`src/rtl/acc_alu_pkg.sv`:
```
package acc_alu_pkg;

  // Strobe bit positions; lower index has priority.
  localparam int unsigned IX_LOAD    = 0;
  localparam int unsigned IX_ADD     = 1;
  localparam int unsigned IX_AND     = 2;
  localparam int unsigned IX_CLR_ACC = 3;
  localparam int unsigned IX_CPL_ACC = 4;
  localparam int unsigned IX_CLR_EXT = 5;
  localparam int unsigned IX_CPL_EXT = 6;
  localparam int unsigned IX_ROT_R   = 7;
  localparam int unsigned IX_ROT_L   = 8;
  localparam int unsigned IX_INC     = 9;

  localparam int unsigned N_STRB = 10;
  localparam int unsigned SEL_W  = $clog2(N_STRB + 1);

  typedef enum logic [SEL_W-1:0] {
    SEL_LOAD    = SEL_W'(IX_LOAD),
    SEL_ADD     = SEL_W'(IX_ADD),
    SEL_AND     = SEL_W'(IX_AND),
    SEL_CLR_ACC = SEL_W'(IX_CLR_ACC),
    SEL_CPL_ACC = SEL_W'(IX_CPL_ACC),
    SEL_CLR_EXT = SEL_W'(IX_CLR_EXT),
    SEL_CPL_EXT = SEL_W'(IX_CPL_EXT),
    SEL_ROT_R   = SEL_W'(IX_ROT_R),
    SEL_ROT_L   = SEL_W'(IX_ROT_L),
    SEL_INC     = SEL_W'(IX_INC),
    SEL_NONE    = SEL_W'(N_STRB)
  } alu_sel_e;

endpackage

```
`src/rtl/acc_alu_pick.sv`:
```
module acc_alu_pick
  import acc_alu_pkg::*;
#(
  parameter int unsigned N = N_STRB
) (
  input  logic [N-1:0] strb,
  output logic [N-1:0] grant,
  output alu_sel_e     sel
);

  // Running OR of all lower strobe bits.
  logic [N:0] below;

  assign below[0] = 1'b0;

  for (genvar g = 0; g < N; g++) begin : g_arb
    assign grant[g]   = strb[g] & ~below[g];
    assign below[g+1] = below[g] | strb[g];
  end

  always_comb begin
    sel = SEL_NONE;
    for (int i = N - 1; i >= 0; i--) begin
      if (grant[i]) begin
        sel = alu_sel_e'(SEL_W'(i));
      end
    end
  end

endmodule

```
`src/rtl/acc_alu_calc.sv`:
```
module acc_alu_calc
  import acc_alu_pkg::*;
#(
  parameter int unsigned W = 16
) (
  input  alu_sel_e     sel,
  input  logic [W-1:0] acc_q,
  input  logic         ext_q,
  input  logic [W-1:0] opnd,
  output logic [W-1:0] acc_d,
  output logic         ext_d
);

  localparam int unsigned SW = W + 1;

  logic [SW-1:0] add_sum;
  logic [W-1:0]  inc_val;
  logic [SW-1:0] ring_r;
  logic [SW-1:0] ring_l;

  assign add_sum = {1'b0, acc_q} + {1'b0, opnd};
  assign inc_val = acc_q + W'(1);

  // Ring of W+1 bits, extend bit on top.
  assign ring_r = {acc_q[0], ext_q, acc_q[W-1:1]};
  assign ring_l = {acc_q[W-1], acc_q[W-2:0], ext_q};

  always_comb begin
    acc_d = acc_q;
    ext_d = ext_q;
    unique case (sel)
      SEL_LOAD:    acc_d = opnd;
      SEL_ADD:     {ext_d, acc_d} = add_sum;
      SEL_AND:     acc_d = acc_q & opnd;
      SEL_CLR_ACC: acc_d = '0;
      SEL_CPL_ACC: acc_d = ~acc_q;
      SEL_CLR_EXT: ext_d = 1'b0;
      SEL_CPL_EXT: ext_d = ~ext_q;
      SEL_ROT_R:   {ext_d, acc_d} = ring_r;
      SEL_ROT_L:   {ext_d, acc_d} = ring_l;
      SEL_INC:     acc_d = inc_val;
      SEL_NONE:    ;
      default:     ;
    endcase
  end

endmodule

```
`src/rtl/acc_alu_flags.sv`:
```
module acc_alu_flags #(
  parameter int unsigned W = 16
) (
  input  logic [W-1:0] acc_q,
  input  logic         ext_q,
  output logic         f_zero,
  output logic         f_neg,
  output logic         f_pos,
  output logic         f_ezero
);

  logic any_set;

  assign any_set = |acc_q;
  assign f_zero  = ~any_set;
  assign f_neg   = acc_q[W-1];
  assign f_pos   = any_set & ~acc_q[W-1];
  assign f_ezero = ~ext_q;

endmodule

```
`src/rtl/acc_ext_alu.sv`:
```
module acc_ext_alu
  import acc_alu_pkg::*;
#(
  parameter int unsigned DATA_W = 16
) (
  input  logic              clk,
  input  logic              rst_n,
  input  logic [N_STRB-1:0] strobe,
  input  logic [DATA_W-1:0] operand,
  output logic [DATA_W-1:0] acc,
  output logic              ext,
  output logic              acc_zero,
  output logic              acc_neg,
  output logic              acc_pos,
  output logic              ext_zero
);

  logic [N_STRB-1:0] grant;
  alu_sel_e          sel;
  logic [DATA_W-1:0] acc_q, acc_d;
  logic              ext_q, ext_d;

  acc_alu_pick #(.N(N_STRB)) u_pick (
    .strb  (strobe),
    .grant (grant),
    .sel   (sel)
  );

  acc_alu_calc #(.W(DATA_W)) u_calc (
    .sel   (sel),
    .acc_q (acc_q),
    .ext_q (ext_q),
    .opnd  (operand),
    .acc_d (acc_d),
    .ext_d (ext_d)
  );

  always_ff @(posedge clk or negedge rst_n) begin
    if (!rst_n) begin
      acc_q <= '0;
      ext_q <= 1'b0;
    end else if (|grant) begin
      acc_q <= acc_d;
      ext_q <= ext_d;
    end
  end

  acc_alu_flags #(.W(DATA_W)) u_flags (
    .acc_q   (acc_q),
    .ext_q   (ext_q),
    .f_zero  (acc_zero),
    .f_neg   (acc_neg),
    .f_pos   (acc_pos),
    .f_ezero (ext_zero)
  );

  assign acc = acc_q;
  assign ext = ext_q;

endmodule

```
`config.mk`:
```
export PLATFORM = sky130hd
export DESIGN_NAME = acc_ext_alu
export DESIGN_NICKNAME = d
export VERILOG_FILES = /design/src/rtl/acc_alu_pkg.sv /design/src/rtl/acc_alu_pick.sv /design/src/rtl/acc_alu_calc.sv /design/src/rtl/acc_alu_flags.sv /design/src/rtl/acc_ext_alu.sv
export SDC_FILE = /design/constraint.sdc
export NUM_CORES = 1
export LEC_CHECK = 0
export BUFFER_PORTS_ARGS = -buffer_cell sky130_fd_sc_hd__buf_2
export CORE_MARGIN = 1.5
export CORE_UTILIZATION = 35
export CTS_BUF_LIST = sky130_fd_sc_hd__clkbuf_2
export DETAILED_ROUTE_END_ITERATION = 10
export PLACE_DENSITY_LB_ADDON = 0.2
export SLEW_MARGIN = 0
export SYNTH_ARGS = -nofsm -noshare
export SYNTH_HDL_FRONTEND = slang
export SYNTH_HIERARCHICAL = 1
export SYNTH_SLANG_ARGS = --single-unit
```
`constraint.sdc`:
```
create_clock -name clk -period 4.3 [get_ports clk]
set_input_delay 0.43 -clock clk [delete_from_list [all_inputs] [get_ports clk]]
set_output_delay 0.43 -clock clk [all_outputs]
set_load 0.01 [all_outputs]
```
==> impl_metrics.ini <==
[setup_path]
end_kind = flop
cp_max_fo = 13
critPathRequiredTime_ns = 4.55
crit_type = primary input to flop
crit_top_cell = a211oi_1
cp.arrival_ns = 3.27
slowest_stage = nor4b_4
crit_chain = buf_2 > nor4_4 > nand3b_1 > o32ai_2 > nor4b_4 > nand2_1 > a211oi_1 > nor3_1 > a211oi_1 > mux2_4
start_kind = primary input
max_stage_delay_ns = 0.61

[timing]
period_needed_ns = 3.023
max_slew_margin = 0.4330
rsz0062_at_grt = no
drv_slew = 0
fin_crit_sh = 0.7029
tns_ns = 0
max_freq_mhz = 330.8
final.setup_skew_ns = 0.01285
hold_viol = 0
tightest_slew_ns = 0.8505
whs_ns = 0.01907
setup_viol = 0

[yosys]
syn-cell-area_sq_mm = 0.003443
ys_types = 77
yosys-top-cells-area = dfrtp_1 (12%), ha_1 (6.2%), o21ai_0 (6.1%)
syn_nets = 500
synth_top_cell_area_share = 0.1235
synth_common_cells = o21ai_0 (42), nand2_1 (35), nor2_1 (32), a21oi_1 (26)
syn-instance-count = 454
ys_seq_elements = 17
yosysWarnings = 6
synth_area_per_cell_sq_um = 7.584
synth-edff-count = 0
ys.flop_type = dfrtp_1
async_flop_share = 1.000
synth_most_common_cell = o21ai_0
yosysSeqAreaShare = 0.1235
synth.largest_area_cell = dfrtp_1

[die]
coreArea_sq_mm = 0.009639
num_io_pins = 49
die_w_um = 102.2
die-area_sq_mm = 0.01044
die_y_um = 102.2
initial_core_util = 0.3572
row_count = 36

[drt]
drc_errors = 0
drtAntennaViolNets = 0
vias = 3885
wl_per_cell_um = 19.27
dr.pass1.iters = 7
drt-initial-drc-count = 392
wl_mm = 11.93
post_drt_via_cell_ratio = 6.276

[cts]
cts-resized-gates = 0
cts_tree = built
clockRootBuffer = clkbuf_2
cts_inserted_buffers = 3
clkSinkCount = 17
cts_max_level = 1
postCtsHoldBufs = 0
cts.reportedPaths.clkPinSlew_ns = 0.19
clk-insertion-delay-late_ns = 0.30
clockBufferDepth = 2
cts_setup_buffers = 0

[layout]
nets = 533
syn_to_final_growth_pct = 10.14
fin_area_sq_mm = 0.003792
fin_cells = 619
drive_gt1_frac = 0.2222
fillers = 1034
area.sequential_sq_um = 425.4
antenna_cells = 0
multi_input_area_sq_mm = 0.002813

[place]
place_area_sq_mm = 0.003772
gp_routability_congestion = 0.8859
portBuffers = 48
dp_hpwl_mm = 8.918
dp_cells = 615

[power_and_ir_drop]
ir_worst_vdd_uv = 136.0
powerDensity_mw_per_mm2 = 416.1
leakagePower_uw = 0.001585

[global_route]
grt-ovfl-total = 0
grt_max_degree = 27
grt_antenna_before_repair = 0
gr-usage-all-layers = 0.2275
grt_pass1_vias = 3447
grt_pass1_wl_mm = 18.59

[hold_path]
hp-class = primary input to async pin

[job]
cap_violations = 0

[run_status]
status = completed
==> power breakdown <==
| group | total (uW) | internal [uW] | switching, uW |
|---|---|---|---|
| Clock | 78.8 | 24.7 | 54.1 |
| Sequential | 379 | 215 | 164 |
| Combinational | 1120 | 471 | 650 |
| Total | 1580 | 711 | 867 |
==> layer usage <==
layer / global-route usage / vias up / part of all wire
li1: - / 1820 / -
met2: 0.3668 / 176 / 0.46
met1: 0.3276 / 1872 / 0.45
met3: 0.01505 / 17 / 0.069
met5: 0 / - / 0
met4: 0.06112 / 0 / 0.016
==> sequential cells by signal, summed over array words and instances (netlist names) <==
signal / cells
acc: 16
ext: 1
==> final timing paths <==
check / from / to / slack, ns / cells after the start
hold / removal: rst_n / acc[9]$_DFFE_PN0P_ / 0.02 / 1
setup reg to reg: acc[0]$_DFFE_PN0P_ / acc[15]$_DFFE_PN0P_ / 1.35 / 7
hold reg to reg: acc[5]$_DFFE_PN0P_ / acc[5]$_DFFE_PN0P_ / 0.71 / 2
min in group clk: operand[3] / acc[3]$_DFFE_PN0P_ / 0.68 / 6
setup / recovery: strobe[3] / acc[8]$_DFFE_PN0P_ / 1.28 / 10
max in group asynchronous: rst_n / acc[7]$_DFFE_PN0P_ / 3.99 / 1
==> metrics by stage <==
step                      total power (uW)  utilization  setup slack (ns)
after global routing                  1706       0.3934             1.084
after floorplan                       1118            -             1.414
final                                 1578       0.3934             1.277
after global placement                1469       0.3914            0.9747
after CTS                             1560       0.3934             1.310
after detailed placement              1477       0.3914            0.9443
==> logic make-up (layout without fill, tap and decap cells) <==
logic type / Yosys count / after routing / synth area share
AO/OA/AOI/OAI: 163 / 163 / 0.3209
XOR/XNOR: 7 / 7 / 0.01781
adder cells (fa/ha/maj): 18 / 18 / 0.06759
buffers and inverters: 42 / 74 / 0.06613
flip-flops: 17 / 17 / 0.1235
multiplexers: 31 / 31 / 0.1076
AND/OR/NAND/NOR: 176 / 176 / 0.2965
==> worst max-delay path: cells and delay by family <==
family	cells	cell delay, ns
buffers and inverters	1	0.13
AO/OA/AOI/OAI	3	1.15
AND/OR/NAND/NOR	5	1.34
multiplexers	1	0.21
==> cells in the final DEF (no fill, tap or decap), types with 10 or more instances in the layout <==
| cell type | synthesis | final |
|---|---|---|
| buf_2 | 14 | 48 |
| and3_1 | 11 | 11 |
| a21oi_1 | 26 | 26 |
| buf_4 | 6 | 12 |
| nor2b_1 | 13 | 13 |
| a211oi_1 | 10 | 10 |
| mux2i_1 | 13 | 13 |
| a21o_1 | 13 | 13 |
| nand3_1 | 14 | 14 |
| o21ai_0 | 42 | 42 |
| nor2_1 | 32 | 32 |
| dfrtp_1 | 17 | 17 |
| nor4_1 | 10 | 10 |
| nand2_1 | 35 | 35 |
| ha_1 | 17 | 17 |
| mux2_4 | 10 | 10 |
| nor3_1 | 12 | 12 |
==> layout make-up <==
class / count / share of cell area
clock buffer: 4 / 0.005279
tap: 133 / 0.04388
multi-input combinational: 395 / 0.7417
timing repair buffer: 60 / 0.08710
inverter: 10 / 0.009898
sequential: 17 / 0.1122
Note: power is estimated with default switching activity, not from simulation.
